$ cat src/rtl/fes_pkg.sv
package fes_pkg;
  localparam int OPC_W  = 4;
  localparam int RIDX_W = 4;
  localparam int IMM_W  = 16;
  localparam int FN_W   = 4;

  localparam logic [OPC_W-1:0] OPC_HALT  = 4'h0;
  localparam logic [OPC_W-1:0] OPC_ALU   = 4'h1;
  localparam logic [OPC_W-1:0] OPC_LOAD  = 4'h2;
  localparam logic [OPC_W-1:0] OPC_STORE = 4'h3;
  localparam logic [OPC_W-1:0] OPC_JUMP  = 4'h4;

  typedef enum logic [2:0] {
    K_ALU, K_LOAD, K_STORE, K_JUMP, K_STOP
  } kind_e;

  typedef enum logic [3:0] {
    S_IF_ADDR, S_IF_RD, S_IF_IR, S_DECODE, S_OPF,
    S_MRD, S_MWR, S_EXEC, S_WB, S_HALT
  } state_e;

  typedef struct packed {
    kind_e             kind;
    logic [RIDX_W-1:0] rd;
    logic [RIDX_W-1:0] rs;
    logic [RIDX_W-1:0] rt;
    logic [IMM_W-1:0]  imm;
  } dec_t;
endpackage

$ cat src/rtl/fes_decode.sv
module fes_decode import fes_pkg::*; #(
  parameter int DATA_W = 32
) (
  input  logic [DATA_W-1:0] ir,
  output dec_t              dec
);
  localparam int OP_LSB = DATA_W - OPC_W;
  localparam int RD_LSB = OP_LSB - RIDX_W;
  localparam int RS_LSB = RD_LSB - RIDX_W;
  localparam int RT_LSB = RS_LSB - RIDX_W;

  logic [OPC_W-1:0] opc;

  always_comb begin
    opc     = ir[OP_LSB +: OPC_W];
    dec.rd  = ir[RD_LSB +: RIDX_W];
    dec.rs  = ir[RS_LSB +: RIDX_W];
    dec.rt  = ir[RT_LSB +: RIDX_W];
    dec.imm = ir[IMM_W-1:0];
    case (opc)
      OPC_ALU:   dec.kind = K_ALU;
      OPC_LOAD:  dec.kind = K_LOAD;
      OPC_STORE: dec.kind = K_STORE;
      OPC_JUMP:  dec.kind = K_JUMP;
      default:   dec.kind = K_STOP;   // halt and every undefined code
    endcase
  end
endmodule

$ cat src/rtl/fes_addr_gen.sv
module fes_addr_gen import fes_pkg::*; #(
  parameter int DATA_W = 32,
  parameter int ADDR_W = 16
) (
  input  logic [ADDR_W-1:0] pc,
  input  logic [DATA_W-1:0] base,
  input  logic [IMM_W-1:0]  imm,
  output logic [ADDR_W-1:0] pc_inc,
  output logic [ADDR_W-1:0] ea,
  output logic [ADDR_W-1:0] jmp_tgt
);
  localparam int STEP = DATA_W / 8;

  function automatic logic [ADDR_W-1:0] f_inc(input logic [ADDR_W-1:0] p);
    return p + ADDR_W'(STEP);
  endfunction

  function automatic logic [ADDR_W-1:0] f_ea(input logic [DATA_W-1:0] b,
                                             input logic [IMM_W-1:0] i);
    return ADDR_W'(b + DATA_W'(i));
  endfunction

  function automatic logic [ADDR_W-1:0] f_tgt(input logic [ADDR_W-1:0] p,
                                              input logic [IMM_W-1:0] i);
    return p + ADDR_W'($signed(i)) * ADDR_W'(STEP);
  endfunction

  assign pc_inc  = f_inc(pc);
  assign ea      = f_ea(base, imm);
  assign jmp_tgt = f_tgt(pc, imm);
endmodule

$ cat src/rtl/fes_ctrl_fsm.sv
module fes_ctrl_fsm import fes_pkg::*; (
  input  logic   clk,
  input  logic   rst_n,
  input  kind_e  kind,
  input  logic   mem_ready,
  output state_e state
);
  state_e nxt;

  always_ff @(posedge clk) begin
    if (!rst_n) state <= S_IF_ADDR;
    else        state <= nxt;
  end

  always_comb begin
    nxt = state;
    case (state)
      S_IF_ADDR: nxt = S_IF_RD;
      S_IF_RD:   if (mem_ready) nxt = S_IF_IR;
      S_IF_IR:   nxt = S_DECODE;
      S_DECODE: begin
        case (kind)
          K_ALU, K_JUMP:    nxt = S_EXEC;
          K_LOAD, K_STORE:  nxt = S_OPF;
          default:          nxt = S_HALT;
        endcase
      end
      S_OPF:     nxt = (kind == K_LOAD) ? S_MRD : S_MWR;
      S_MRD:     if (mem_ready) nxt = S_WB;
      S_MWR:     if (mem_ready) nxt = S_IF_ADDR;
      S_EXEC:    nxt = (kind == K_ALU) ? S_WB : S_IF_ADDR;
      S_WB:      nxt = S_IF_ADDR;
      S_HALT:    nxt = S_HALT;
      default:   nxt = S_HALT;
    endcase
  end
endmodule

$ cat src/rtl/fetch_exec_seq.sv
module fetch_exec_seq import fes_pkg::*; #(
  parameter int DATA_W = 32,
  parameter int ADDR_W = 16
) (
  input  logic              clk,
  input  logic              rst_n,
  output logic [ADDR_W-1:0] mem_addr,
  output logic [DATA_W-1:0] mem_wdata,
  output logic              mem_rd,
  output logic              mem_wr,
  input  logic [DATA_W-1:0] mem_rdata,
  input  logic              mem_ready,
  output logic [RIDX_W-1:0] dp_rsel_a,
  output logic [RIDX_W-1:0] dp_rsel_b,
  input  logic [DATA_W-1:0] dp_a_val,
  input  logic [DATA_W-1:0] dp_b_val,
  output logic              dp_alu_go,
  output logic [FN_W-1:0]   dp_alu_fn,
  output logic              dp_wb_en,
  output logic [RIDX_W-1:0] dp_wb_idx,
  output logic              dp_wb_mem,
  output logic [DATA_W-1:0] dp_wb_data,
  output logic              halted
);
  logic [ADDR_W-1:0] pc_q, mar_q;
  logic [DATA_W-1:0] ir_q, mdr_q;
  logic [ADDR_W-1:0] pc_inc, ea, jmp_tgt;
  dec_t              dec;
  state_e            state;

  // named events for the checker
  logic ev_fetch_done;
  logic ev_data_rd_done;

  fes_decode #(.DATA_W(DATA_W)) u_dec (
    .ir  (ir_q),
    .dec (dec)
  );

  fes_addr_gen #(.DATA_W(DATA_W), .ADDR_W(ADDR_W)) u_agen (
    .pc      (pc_q),
    .base    (dp_a_val),
    .imm     (dec.imm),
    .pc_inc  (pc_inc),
    .ea      (ea),
    .jmp_tgt (jmp_tgt)
  );

  fes_ctrl_fsm u_fsm (
    .clk       (clk),
    .rst_n     (rst_n),
    .kind      (dec.kind),
    .mem_ready (mem_ready),
    .state     (state)
  );

  assign ev_fetch_done   = (state == S_IF_RD) && mem_ready;
  assign ev_data_rd_done = (state == S_MRD) && mem_ready;

  always_ff @(posedge clk) begin
    if (!rst_n) begin
      pc_q  <= '0;
      mar_q <= '0;
      ir_q  <= '0;
      mdr_q <= '0;
    end else begin
      case (state)
        S_IF_ADDR: mar_q <= pc_q;
        S_IF_RD: if (ev_fetch_done) begin
          mdr_q <= mem_rdata;
          pc_q  <= pc_inc;
        end
        S_IF_IR: ir_q <= mdr_q;
        S_OPF: begin
          mar_q <= ea;
          if (dec.kind == K_STORE) mdr_q <= dp_b_val;
        end
        S_MRD: if (ev_data_rd_done) mdr_q <= mem_rdata;
        S_EXEC: if (dec.kind == K_JUMP) pc_q <= jmp_tgt;
        default: ;
      endcase
    end
  end

  assign mem_addr   = mar_q;
  assign mem_wdata  = mdr_q;
  assign mem_rd     = (state == S_IF_RD) || (state == S_MRD);
  assign mem_wr     = (state == S_MWR);
  assign dp_rsel_a  = dec.rs;
  assign dp_rsel_b  = dec.rt;
  assign dp_alu_go  = (state == S_EXEC) && (dec.kind == K_ALU);
  assign dp_alu_fn  = dec.imm[FN_W-1:0];
  assign dp_wb_en   = (state == S_WB);
  assign dp_wb_idx  = dec.rd;
  assign dp_wb_mem  = (dec.kind == K_LOAD);
  assign dp_wb_data = mdr_q;
  assign halted     = (state == S_HALT);
endmodule

$ cat config.mk
export PLATFORM = sky130hd
export DESIGN_NAME = fetch_exec_seq
export DESIGN_NICKNAME = d
export VERILOG_FILES = /design/src/rtl/fes_pkg.sv /design/src/rtl/fes_decode.sv /design/src/rtl/fes_addr_gen.sv /design/src/rtl/fes_ctrl_fsm.sv /design/src/rtl/fetch_exec_seq.sv
export SDC_FILE = /design/constraint.sdc
export NUM_CORES = 1
export LEC_CHECK = 0
export ABC_AREA = 1
export BUFFER_PORTS_ARGS = -buffer_cell sky130_fd_sc_hd__buf_4
export CAP_MARGIN = 40
export CORE_ASPECT_RATIO = 0.6
export CORE_MARGIN = 3
export CORE_UTILIZATION = 55
export CTS_CLUSTER_SIZE = 20
export DETAILED_ROUTE_END_ITERATION = 16
export PLACE_DENSITY = 0.86
export SYNTH_ARGS = -nofsm -noshare
export SYNTH_HDL_FRONTEND = slang
export SYNTH_SLANG_ARGS = --single-unit
$ cat constraint.sdc
create_clock -name clk -period 4.1 [get_ports clk]
set_clock_uncertainty 0.15 [all_clocks]
set_input_delay 0.615 -clock clk [delete_from_list [all_inputs] [get_ports clk]]
set_output_delay 0.615 -clock clk [all_outputs]
set_load 0.02 [all_outputs]
Word level (Yosys, flattened, before mapping)
Cells that the tools add are included.
Widths: inputs -> output; s select.
{"block": "word_totals", "regBits": 100, "latch_bits": 0, "mem_bits_rw": 0, "romBits": 0, "inputBits": 99, "elab_cells": 61, "n_memories": 0}
{"block": "op_classes", "add_sub_neg": 3, "n_mul": 0, "div_mod_pow": 0, "magnitude_cmp": 0, "n_eq_ne": 23, "n_shift": 0, "mux": 16, "bitwise": 0, "reduce_logical": 14}
{"op": "$mux 32", "count": 3}
{"op": "$pmux 32 s3", "count": 1}
{"op": "$pmux 16 s2", "count": 2}
{"op": "$pmux 4 s9", "count": 1}
{"op": "$add 16x16->16", "count": 2}
{"op": "$mux 16", "count": 2}
{"op": "$eq 4x3->1 const B", "count": 5}
{"op": "$add 16x3->16 const B", "count": 1}
{"op": "$eq 4x2->1 const B", "count": 4}
{"op": "$mux 4", "count": 4}
{"op": "$ne 2x2->1 const B", "count": 6}
{"op": "$pmux 3 s4", "count": 1}
{"op": "$eq 4x1->1 const B", "count": 2}
{"op": "$eq 4x4->1 const B", "count": 2}
{"op": "$pmux 4 s2", "count": 1}
{"op": "$eq 3x2->1 const B", "count": 2}
{"op": "$reduce_and 3->1", "count": 2}
{"op": "$logic_not 4->1", "count": 1}
{"op": "$reduce_and 4->1", "count": 1}
{"op": "$reduce_bool 2->1", "count": 2}
{"op": "$reduce_or 2->1", "count": 2}
{"op": "$eq 3x1->1 const B", "count": 1}
{"op": "$logic_and 1x1->1", "count": 3}
{"op": "$logic_not 3->1", "count": 1}
{"op": "other kinds (4)", "count": 4}

Logic depth before layout (Yosys ltp)
Gate-level depths: netlist (run 1).
{"block": "depth", "depth_word": 6, "depth_mapped": 15, "depth_no_buf": 14}

Cells and area by module
A second synthesis (run 1) with hierarchy kept.
{"block": "hier_totals", "cells_unflattened": 1155, "area_unflattened_um2": 7104.3}
{"mod": "fetch_exec_seq", "n_inst": 1, "cells_per_inst": 704, "area_each_um2": 4609.4, "seq_area_each_um2": 1921.8}
{"mod": "fes_addr_gen", "n_inst": 1, "cells_per_inst": 348, "area_each_um2": 1885.6, "seq_area_each_um2": 0.0}
{"mod": "fes_ctrl_fsm", "n_inst": 1, "cells_per_inst": 58, "area_each_um2": 331.6, "seq_area_each_um2": 80.1}
{"mod": "fes_decode", "n_inst": 1, "cells_per_inst": 45, "area_each_um2": 277.8, "seq_area_each_um2": 0.0}

Worst setup path after synthesis (run 1)
No wires, ideal clock.
{"block": "synth_path", "path_type": "register -> register", "startpoint": "reg u_fsm.state[3]", "endpoint": "reg pc_q[8]", "setup_time_ns": 0.116, "arrival_ns": 2.249, "slack_ns": 1.585, "stages_incl_launch_ff": 13, "cell_sequence": "dfxtp_1 > inv_1 > nand4_1 > or2_2 > ha_1 > fa_1 > nand3_1 > nand3_1 > a21oi_1 > or2_2 > nand3_1 > o211ai_1 > inv_1"}
{"block": "synth_via", "elab_chain_len": 4}
{"item": "from (decl)", "line": "fes_ctrl_fsm.sv:6", "source": "output state_e state"}
{"item": "from (signal assigned)", "line": "fes_ctrl_fsm.sv:12", "source": "else state <= nxt;"}
{"item": "$eq 4x1->1", "line": "fetch_exec_seq.sv:57, fetch_exec_seq.sv:67"}
{"item": "$logic_and 1x1->1", "line": "fetch_exec_seq.sv:57", "source": "assign ev_fetch_done = (state == S_IF_RD) && mem_ready;"}
{"item": "$ne 2x2->1 (no line)"}
{"item": "$reduce_and 3->1 (no line)"}
{"item": "to (signal assigned)", "line": "fetch_exec_seq.sv:71", "source": "pc_q <= pc_inc;"}
{"item": "to (signal assigned)", "line": "fetch_exec_seq.sv:79", "source": "S_EXEC: if (dec.kind == K_JUMP) pc_q <= jmp_tgt;"}
{"item": "to (decl)", "line": "fetch_exec_seq.sv:25", "source": "logic [ADDR_W-1:0] pc_q, mar_q;"}
Parallel ways exist; a longest one is shown, timed or not.
A chain may end at the register's enable or synchronous reset.

Worst setup path after layout (run 1)
{"block": "layout_path", "startpoint": "reg u_fsm.state[2]", "endpoint": "reg u_fsm.state[1]"}
{"block": "layout_via", "elab_chain_len": 3}
{"item": "$eq 4x3->1 or $eq 4x1->1 (tied branches)", "line": "fes_ctrl_fsm.sv:17", "source": "case (state)"}
{"item": "$ne 2x2->1 (no line) or $ne 2x1->1 (tied branches)"}
{"item": "$reduce_and 3->1 (no line)"}
Parallel ways exist; a longest one is shown, timed or not.

==> results of run 1 <==
## registers in the layout, indices dropped and copies added (netlist names)
signal	count
dp_wb_data	32
ir_q	32
mem_addr	16
pc_q	14
u_fsm.state	4
## cell families (layout without fill, tap and decap cells)
| family | Yosys count | in the layout |
|---|---|---|
| DFF | 98 | 98 |
| and+or+nand+nor | 382 | 382 |
| buffers and inverters | 181 | 302 |
| AOI/OAI and AO/OA | 194 | 194 |
| xor gates and xnor gates | 11 | 11 |
| adders and majority gates | 30 | 30 |
## through the flow
step                util [%]  hold slack (ns)
floorplan                  -           0.2947
global placement       68.67           0.3024
detailed placement     68.67           0.3080
CTS                    71.62           0.3189
global route           71.62           0.3520
finish                 71.62           0.3164
## area by class of cell
cell class / instances / share of cell area [%]
clock inverter: 7 / 1.045
tap: 135 / 2.313
clock buffer: 9 / 3.084
inverter: 97 / 4.986
sequential: 98 / 26.87
timing repair buffer: 189 / 19.43
multi-input combinational: 617 / 42.27
## worst max path at each step
stage	start	to	slack, ns
floorplan	u_fsm.state[3]	pc_q[8]	1.58
global placement	u_fsm.state[2]	u_fsm.state[1]	1.30
detailed placement	u_fsm.state[2]	u_fsm.state[1]	1.28
CTS	u_fsm.state[2]	u_fsm.state[1]	1.23
global route	u_fsm.state[2]	u_fsm.state[1]	0.91
finish	u_fsm.state[2]	u_fsm.state[1]	1.14
## metal layers
layer  GRT usage [%]  wire length (um)  vias to the layer above
li1                -                 -                     3100
met1           44.56              8620                     2846
met2           41.45              7844                      330
met3           9.592              2081                       13
met4           4.837               145                        0
met5               0                 0                        -
## critical path, delay by kind of cell (launching register included)
kind                   cells  cell delay, ns
buffers and inverters      2            1.02
AND/OR/NAND/NOR            2            0.41
AO/OA/AOI/OAI              4            0.62
flip-flops                 1            0.61
## cell usage in the layout (no fill, tap or decap), drive strengths merged
cell type and count:
o21ai 83, o211ai 4, dfxtp 98, fa 2, clkinv 4, bufinv 1
xnor2 5, nand3b 2, nor2 89, buf 189, a31oi 35, nor3 9
nand4 4, clkbuf 9, a21o 1, ha 28, nand2 225, inv 98
or2 3, clkinvlp 1, xor2 6, nand3 49, a21oi 67, nor4 1
a221oi 2, o21bai 2
## where the power goes
part           total [mW]  switching (mW)  internal [mW]
sequential           1.51           0.282           1.23
combinational        2.14            1.34          0.797
clock               0.865           0.386          0.479
==> results.json, run 1 <==
{
  "drt_wl_total_um": 18690,
  "dr_total_vias": 6289,
  "yosys_most_used_dff": "dfxtp_1",
  "port-buffer-count": 184,
  "avgSynthCellArea_um2": 6.634,
  "required_ns": 4.15,
  "grt_pass1_vias": 5462,
  "reg2reg_to": "u_fsm.state[1]",
  "ys_top_cells_by_area": "dfxtp_1 33%, nand2_1 14%, buf_4 6.2%",
  "crit_path_start_kind": "flip-flop",
  "synth_compound_area_share_pct": 17.68,
  "n_antenna_cell": 0,
  "fp.dieArea_um2": 12130,
  "drc": 0,
  "reg2reg_from": "u_fsm.state[2]",
  "grt_pass1_wl_um": 28510,
  "drv_cap": 0,
  "synthArstFlopShare_pct": 0,
  "cts_buffers": 9,
  "postCtsHoldBufs": 0,
  "synth_cells": 896,
  "min_from": "mem_addr[0]",
  "fin_ws_ns": 1.144,
  "holdPathStages": 2,
  "hold_viol_final": 0,
  "num_rows": 28,
  "fin_cells": 1152,
  "netlist-cell-type-count": 31,
  "detail_route.wl_per_cell_um": 16.22,
  "ant_nets": 0,
  "max_stage_delay_ns": 0.62,
  "synthAdderAreaFrac_pct": 6.567,
  "max_freq_mhz": 338.3,
  "clockBufferDepth": 2,
  "syn_area_um2": 5944,
  "grt_max_degree": 79,
  "root_buffer": "clkbuf_16",
  "finalSetupViolCount": 0,
  "post_cts_resized": 0,
  "r2r_slack_ns": 1.14,
  "path_cells": "nor2_1 > nand2_1 > buf_4 > clkinv_1 > a21oi_1 > o21ai_0 > o21bai_1 > a21oi_1",
  "firstDrtPassIters": 5,
  "area_growth_pct": 22.84,
  "synth_xor_area_share_pct": 1.621,
  "design.core.area_um2": 10190,
  "hold_end": "mem_addr[0]",
  "path_class": "reg2reg",
  "cts.sinks": 98,
  "power.leakage_nw": 3.605,
  "hold_path.class": "reg2reg",
  "synth.top_cells.by_count": "225 x nand2_1, 98 x dfxtp_1, 93 x inv_1",
  "place_ws_ns": 1.282,
  "synth-simple-area-share_pct": 26.06,
  "r2r_cells": 8,
  "muxShareOfSynthArea_pct": 0,
  "initial_core_util_pct": 58.31,
  "period_share_pct": 72.09,
  "antenna_found_initial": 0,
  "synth_top_family_by_area": "simple AND/OR/NAND/NOR gates",
  "drtIter0Drc": 672,
  "regArea_um2": 1962,
  "dp.cells": 1136,
  "via_per_inst": 5.459,
  "clkSlewWorstSetupHoldPaths_ns": 0.07,
  "die_w_um": 140.2,
  "post-cts-setup-buffer-count": 0,
  "yosys.area.top_type": "dfxtp_1",
  "status": "finished clean",
  "fin_crit_ns": 2.956,
  "yosysTopAreaCellShare_pct": 33.00,
  "cts_tree": "built",
  "synthesis.nets": 1025,
  "final_area_um2": 7302,
  "multi_input_area_um2": 3087,
  "pwr_density_cell_nw_per_um2": 617.9,
  "gr-total-overflow": 0,
  "gp_congestion": 0.9463,
  "slew_headroom_pct": 42.23,
  "nets": 1141,
  "worst-path-max-fanout": 49,
  "totalPowerFinal_mw": 4.512,
  "die_h_um": 86.53,
  "synth_enable_flop_cells": 0,
  "crit_slowest_cell": "clkinv_1",
  "rsz0062_at_grt": "false",
  "crit_top_cell": "a21oi_1",
  "end_kind": "flip-flop",
  "cp.arrival_ns": 3.00,
  "place_area_um2": 7000,
  "grt_usage_pct": 29.52,
  "ir_drop_mv": 0.4291,
  "worst_pin_slew_ns": 0.8608,
  "yosysSeqAreaShare_pct": 33.00,
  "htree_num_levels": 3,
  "io_pins": 201,
  "yosys_warnings": 0,
  "place_hpwl_um": 14060,
  "final.setup.tns_ns": 0,
  "drv_slew": 0,
  "clk_latency_ns": 0.34,
  "ys_seq_elements": 98,
  "n_fill_cell": 866,
  "layout-drive-gt1-share_pct": 21.04,
  "yosysMostFrequentCell": "nand2_1"
}
Note: power is estimated with default switching activity, not from simulation.
==> run 2: changes to the inputs <==
Settings changed: ABC_AREA 1 to 0, CORE_UTILIZATION 55 to 46, PLACE_DENSITY 0.86 to 0.77.
Clock period 4.1 ns to 2.7 ns, I/O delays scaled along.
==> results.json, run 2 <==
{
  "synth.top_cells.by_count": "168 x nand2_1, 98 x dfxtp_1, 63 x a21oi_1",
  "clk_latency_ns": 0.34,
  "power_switching_share_pct": 40.49,
  "yosys.area.top_type": "dfxtp_1",
  "worst_pin_slew_ns": 0.5575,
  "grt_pass1_vias": 5107,
  "n_antenna_cell": 0,
  "drc": 0,
  "synth_top_family_by_area": "simple AND/OR/NAND/NOR gates",
  "die_w_um": 151.0,
  "yosysMostFrequentCell": "nand2_1",
  "antenna_found_initial": 0,
  "ys_top_cells_by_area": "dfxtp_1 34%, nand2_1 11%, buf_4 7.0%",
  "min_from": "dp_b_val[16]",
  "cts_buffers": 9,
  "syn_area_um2": 5802,
  "clkSlewWorstSetupHoldPaths_ns": 0.07,
  "yosysSeqAreaShare_pct": 33.81,
  "max_stage_delay_ns": 0.36,
  "yosys_most_used_dff": "dfxtp_1",
  "place_area_um2": 7086,
  "detail_route.wl_per_cell_um": 16.14,
  "drtIter0Drc": 299,
  "postCtsHoldBufs": 0,
  "port-buffer-count": 184,
  "initial_core_util_pct": 47.64,
  "period_share_pct": 94.49,
  "die_h_um": 92.99,
  "drv_cap": 0,
  "ys_seq_elements": 98,
  "path_class": "reg2reg",
  "finalSetupViolCount": 0,
  "seq_power_share_pct": 34.5,
  "slew_headroom_pct": 62.83,
  "totalPowerFinal_mw": 5.427,
  "crit_path_start_kind": "flip-flop",
  "firstDrtPassIters": 7,
  "final_area_um2": 7486,
  "fin_ws_ns": 0.1489,
  "reg2reg_from": "u_fsm.state[3]",
  "pwr_density_cell_nw_per_um2": 724.9,
  "design.core.area_um2": 12180,
  "ir_drop_mv": 0.4008,
  "end_kind": "flip-flop",
  "cts_tree": "built",
  "synth_compound_area_share_pct": 22.51,
  "p_clk_share_pct": 23.4,
  "path_cells": "and4b_4 > buf_8 > and2_1 > ha_2 > a211oi_1 > buf_4 > o21ai_2 > a21oi_4 > o31ai_2 > mux2i_1 > mux2i_1",
  "root_buffer": "clkbuf_16",
  "synth-simple-area-share_pct": 23.01,
  "p_sw_mw": 2.197,
  "muxShareOfSynthArea_pct": 0.8842,
  "synthesis.nets": 873,
  "drt_wl_total_um": 16850,
  "netlist-cell-type-count": 65,
  "synthArstFlopShare_pct": 0,
  "layout-drive-gt1-share_pct": 29.81,
  "hold_viol_final": 0,
  "final_cell_mix": "209 x buf_4, 168 x nand2_1, 98 x dfxtp_1, 59 x nor2_1, 59 x a21oi_1",
  "ant_nets": 0,
  "avgSynthCellArea_um2": 7.798,
  "synthAdderAreaFrac_pct": 6.728,
  "gp_congestion": 0.9132,
  "yosysTopAreaCellShare_pct": 33.81,
  "status": "finished clean",
  "critical_path.top_delay_family": "compound AO/OA/AOI/OAI gates",
  "crit_slowest_cell": "and4b_4",
  "yosys_warnings": 0,
  "cell_internal_pwr_mw": 3.229,
  "synth_enable_flop_cells": 0,
  "crit_top_cell": "mux2i_1",
  "synth_xor_area_share_pct": 2.717,
  "power.leakage_nw": 3.272,
  "gr-total-overflow": 0,
  "hold_slack_ns": 0.1809,
  "final_common_cell": "buf_4",
  "grt_usage_pct": 22.98,
  "via_per_inst": 5.473,
  "io_pins": 201,
  "max_freq_mhz": 392.0,
  "crit_start": "u_fsm.state[3]",
  "num_rows": 31,
  "cp.buffers_inverters": 2,
  "cp.arrival_ns": 2.67,
  "place_hpwl_um": 12570,
  "drv_slew": 0,
  "grt_max_degree": 65,
  "grt_pass1_wl_um": 26100,
  "nets": 1003,
  "worst-path-max-fanout": 13,
  "synth_cells": 744,
  "hold_path.class": "in2reg",
  "dr_total_vias": 5714,
  "fp.dieArea_um2": 14040,
  "clockBufferDepth": 2,
  "comb_power_share_pct": 42.1,
  "htree_num_levels": 3,
  "place_ws_ns": -0.007325,
  "area_growth_pct": 29.03,
  "fin_crit_ns": 2.551,
  "required_ns": 2.82,
  "cts.sinks": 98
}
[run 2: cell count changes in the layout (fill, tap and decap cells not counted), sizes merged, moves of 10 or more]
| cell | previous run | this run |
|---|---|---|
| a311oi | 0 | 32 |
| nand2 | 225 | 168 |
| a21o | 1 | 12 |
| o21ai | 83 | 24 |
| buf | 189 | 213 |
| xnor2 | 5 | 16 |
| inv | 98 | 12 |
| a31oi | 35 | 8 |
| nor2 | 89 | 59 |
| and2 | 0 | 18 |
| nand3 | 49 | 12 |
| a211oi | 0 | 10 |
[run 2: layout make-up]
type                    count  area, um^2
flip-flops and latches     98        1962
well taps                 165       206.4
fillers                  1148        4693
repair buffers            213        1644
multi-input cells         545        3356
inverters                   7       26.28
clock inverters             6       52.55
clock buffers              10       239.0
[run 2: cells by family after synthesis]
logic type / count (synthesis)
fa+ha+maj: 30
buf+inv: 101
flops: 98
mux: 5
compound gates: 190
simple gates: 302
xor+xnor: 18
[run 2: metal layers]
layer / global-route usage, % / wire (um) / share of wire, %
met5: 0 / 0 / 0
met4: 3.846 / 124 / 0.74
met3: 5.521 / 1554 / 9.2
met2: 35.47 / 7126 / 42
met1: 33.13 / 8046 / 48
[run 2: repair_timing]
item                       4_1_cts  5_1_grt
setup buffers                    0        0
resized for setup                1       22
setup endpoints to repair        2       10
pin swaps                        0        5
[run 2: path summary, 6_finish.rpt]
check | endpoint | slack, ns | cells after the start
worst max register to register | pc_q[15] | 0.15 | 11
worst min register to register | ir_q[21] | 0.31 | 2
worst min-delay path | dp_wb_data[16] | 0.18 | 3
worst max-delay path | pc_q[15] | 0.15 | 11
[run 2: per-stage QoR]
step | std cells | setup TNS (ns) | utilization [%]
floorplan | 744 | 0 | -
global placement | 1028 | 0 | 58.18
detailed placement | 1028 | -0.007325 | 58.18
CTS | 1044 | 0 | 60.60
global route | 1044 | -0.01377 | 61.47
finish | 1044 | 0 | 61.47
[run 2: worst min-delay path: stages]
cell and delay, ns:
buf_4 0.11, nand2_1 0.04, a311oi_1 0.07
[run 2: power by group through the flow]
stage | registers [mW] | clock network (mW) | logic, mW
6_report | 1.87 | 1.27 | 2.28
5_1_grt | 1.91 | 1.36 | 2.48
4_1_cts | 1.88 | 1.30 | 2.28
3_5_place_dp | 1.91 | 0 | 2.27
3_3_place_gp | 1.91 | 0 | 2.24
2_1_floorplan | 2.03 | 0 | 1.41
==> run 3: changes to the inputs <==
Settings changed: PLACE_DENSITY 0.77 to 0.85.
==> results.json, run 3 (synthesis gave the netlist of run 2 again) <==
{
  "period_share_pct": 97.16,
  "n_antenna_cell": 0,
  "cts_tree": "built",
  "dr_total_vias": 5807,
  "regArea_um2": 1962,
  "final_cell_mix": "210 x buf_4, 168 x nand2_1, 98 x dfxtp_1, 60 x a21oi_1, 59 x nor2_1",
  "r2r_slack_ns": 0.08,
  "holdPathStages": 3,
  "drtIter0Drc": 381,
  "drc": 0,
  "reg2reg_from": "u_fsm.state[3]",
  "rsz0062_at_grt": "true",
  "hold_viol_final": 0,
  "fin_cells": 1042,
  "critical_path.top_delay_family": "compound AO/OA/AOI/OAI gates",
  "antenna_found_initial": 0,
  "crit_slowest_cell": "and4b_4",
  "postCtsHoldBufs": 0,
  "multi_input_area_um2": 3316,
  "path_cells": "and4b_4 > buf_6 > and2_1 > ha_1 > a21o_1 > a221oi_2 > o21ai_2 > a31oi_2 > mux2i_1 > nand3_1",
  "area_growth_pct": 27.84,
  "place_area_um2": 7053,
  "firstDrtPassIters": 5,
  "drv_slew": 0,
  "gr-total-overflow": 0,
  "detail_route.wl_per_cell_um": 16.80,
  "slew_headroom_pct": 47.81,
  "root_buffer": "clkbuf_16",
  "die_w_um": 151.0,
  "nets": 1002,
  "hold_slack_ns": 0.1780,
  "die_h_um": 92.99,
  "initial_core_util_pct": 47.64,
  "cp.arrival_ns": 2.70,
  "worst_pin_slew_ns": 0.7829,
  "fin_crit_ns": 2.623,
  "place_hpwl_um": 13030,
  "r2r_cells": 10,
  "final_area_um2": 7417,
  "crit_path_start_kind": "flip-flop",
  "grt_pass1_vias": 5401,
  "final.setup.tns_ns": 0,
  "post-cts-setup-buffer-count": 0,
  "status": "finished clean",
  "num_rows": 31,
  "drv_cap": 0,
  "grt_max_degree": 65,
  "gp_congestion": 0.9837,
  "clk_latency_ns": 0.34,
  "required_ns": 2.78,
  "pwr_density_cell_nw_per_um2": 743.2,
  "finalSetupViolCount": 0,
  "path_class": "reg2reg",
  "cp.buffers_inverters": 1,
  "n_fill_cell": 1100,
  "final_common_cell": "buf_4",
  "layout-drive-gt1-share_pct": 28.96,
  "grt_pass1_wl_um": 28000,
  "drt_wl_total_um": 17500,
  "htree_num_levels": 3,
  "max_stage_delay_ns": 0.35,
  "port-buffer-count": 184,
  "hold_path.class": "in2reg",
  "totalPowerFinal_mw": 5.512,
  "end_kind": "flip-flop",
  "cts.sinks": 98,
  "ant_nets": 0,
  "hold_end": "dp_wb_data[12]",
  "min_from": "dp_b_val[12]",
  "power.leakage_nw": 3.263,
  "worst-path-max-fanout": 13,
  "reg2reg_to": "pc_q[12]",
  "clockBufferDepth": 2,
  "grt_usage_pct": 24.79,
  "max_freq_mhz": 381.2,
  "ir_drop_mv": 0.3893,
  "fp.dieArea_um2": 14040,
  "design.core.area_um2": 12180,
  "path_depth": 10,
  "cts_buffers": 9,
  "clkSlewWorstSetupHoldPaths_ns": 0.07,
  "dp.cells": 1027,
  "io_pins": 201,
  "via_per_inst": 5.573
}
[run 3: worst max path at each step]
stage,from,to,slack (ns)
floorplan,u_fsm.state[2],pc_q[12],0.008
global placement,dp_a_val[0],mem_addr[14],-0.03
detailed placement,u_fsm.state[3],pc_q[12],-0.13
CTS,u_fsm.state[3],pc_q[12],0.002
global route,u_fsm.state[3],pc_q[12],-0.04
finish,u_fsm.state[3],pc_q[12],0.08
[run 3: repair_timing]
item / 4_1_cts / 5_1_grt
pin swaps: 1 / 4
setup endpoints to repair: 4 / 8
gates cloned: 0 / 0
resized for setup: 5 / 10
[run 3: power by group]
| group | total [mW] | internal, mW | switching (mW) |
|---|---|---|---|
| Clock | 1.32 | 0.727 | 0.589 |
| Sequential | 1.88 | 1.66 | 0.218 |
| Combinational | 2.32 | 0.903 | 1.42 |
| Total | 5.51 | 3.29 | 2.22 |
[run 3: cell type report]
cell class | count | area share [%]
clock inverter | 6 | 0.9953
tap | 165 | 2.783
sequential | 98 | 26.45
clock buffer | 9 | 3.036
multi-input combinational | 545 | 44.70
timing repair buffer | 212 | 21.68
inverter | 7 | 0.3543
[run 3: metal layers]
layer / vias to the layer above / wire (um) / GRT usage, % / part of all wire [%]
met5: - / 0 / 0 / 0
met4: 0 / 171 / 4.902 / 0.98
met3: 22 / 1601 / 5.860 / 9.1
met2: 263 / 7743 / 39.29 / 44
met1: 2692 / 7986 / 34.65 / 46
li1: 2830 / - / - / -
[run 3: worst register-to-register path: cells and delay by family, from the launching register on]
| kind | cells | cell delay, ns |
|---|---|---|
| AOI/OAI and AO/OA | 4 | 0.83 |
| and+or+nand+nor | 3 | 0.57 |
| DFF | 1 | 0.31 |
| adders and majority gates | 1 | 0.28 |
| muxes | 1 | 0.21 |
| buffers and inverters | 1 | 0.16 |
[run 3: metrics by stage]
stage               setup WS (ns)  utilization, %
CTS                      0.002122           60.52
detailed placement        -0.1345           57.91
global route             -0.04230           60.90
finish                    0.07655           60.90
floorplan                0.007547               -
global placement         -0.02508           57.91
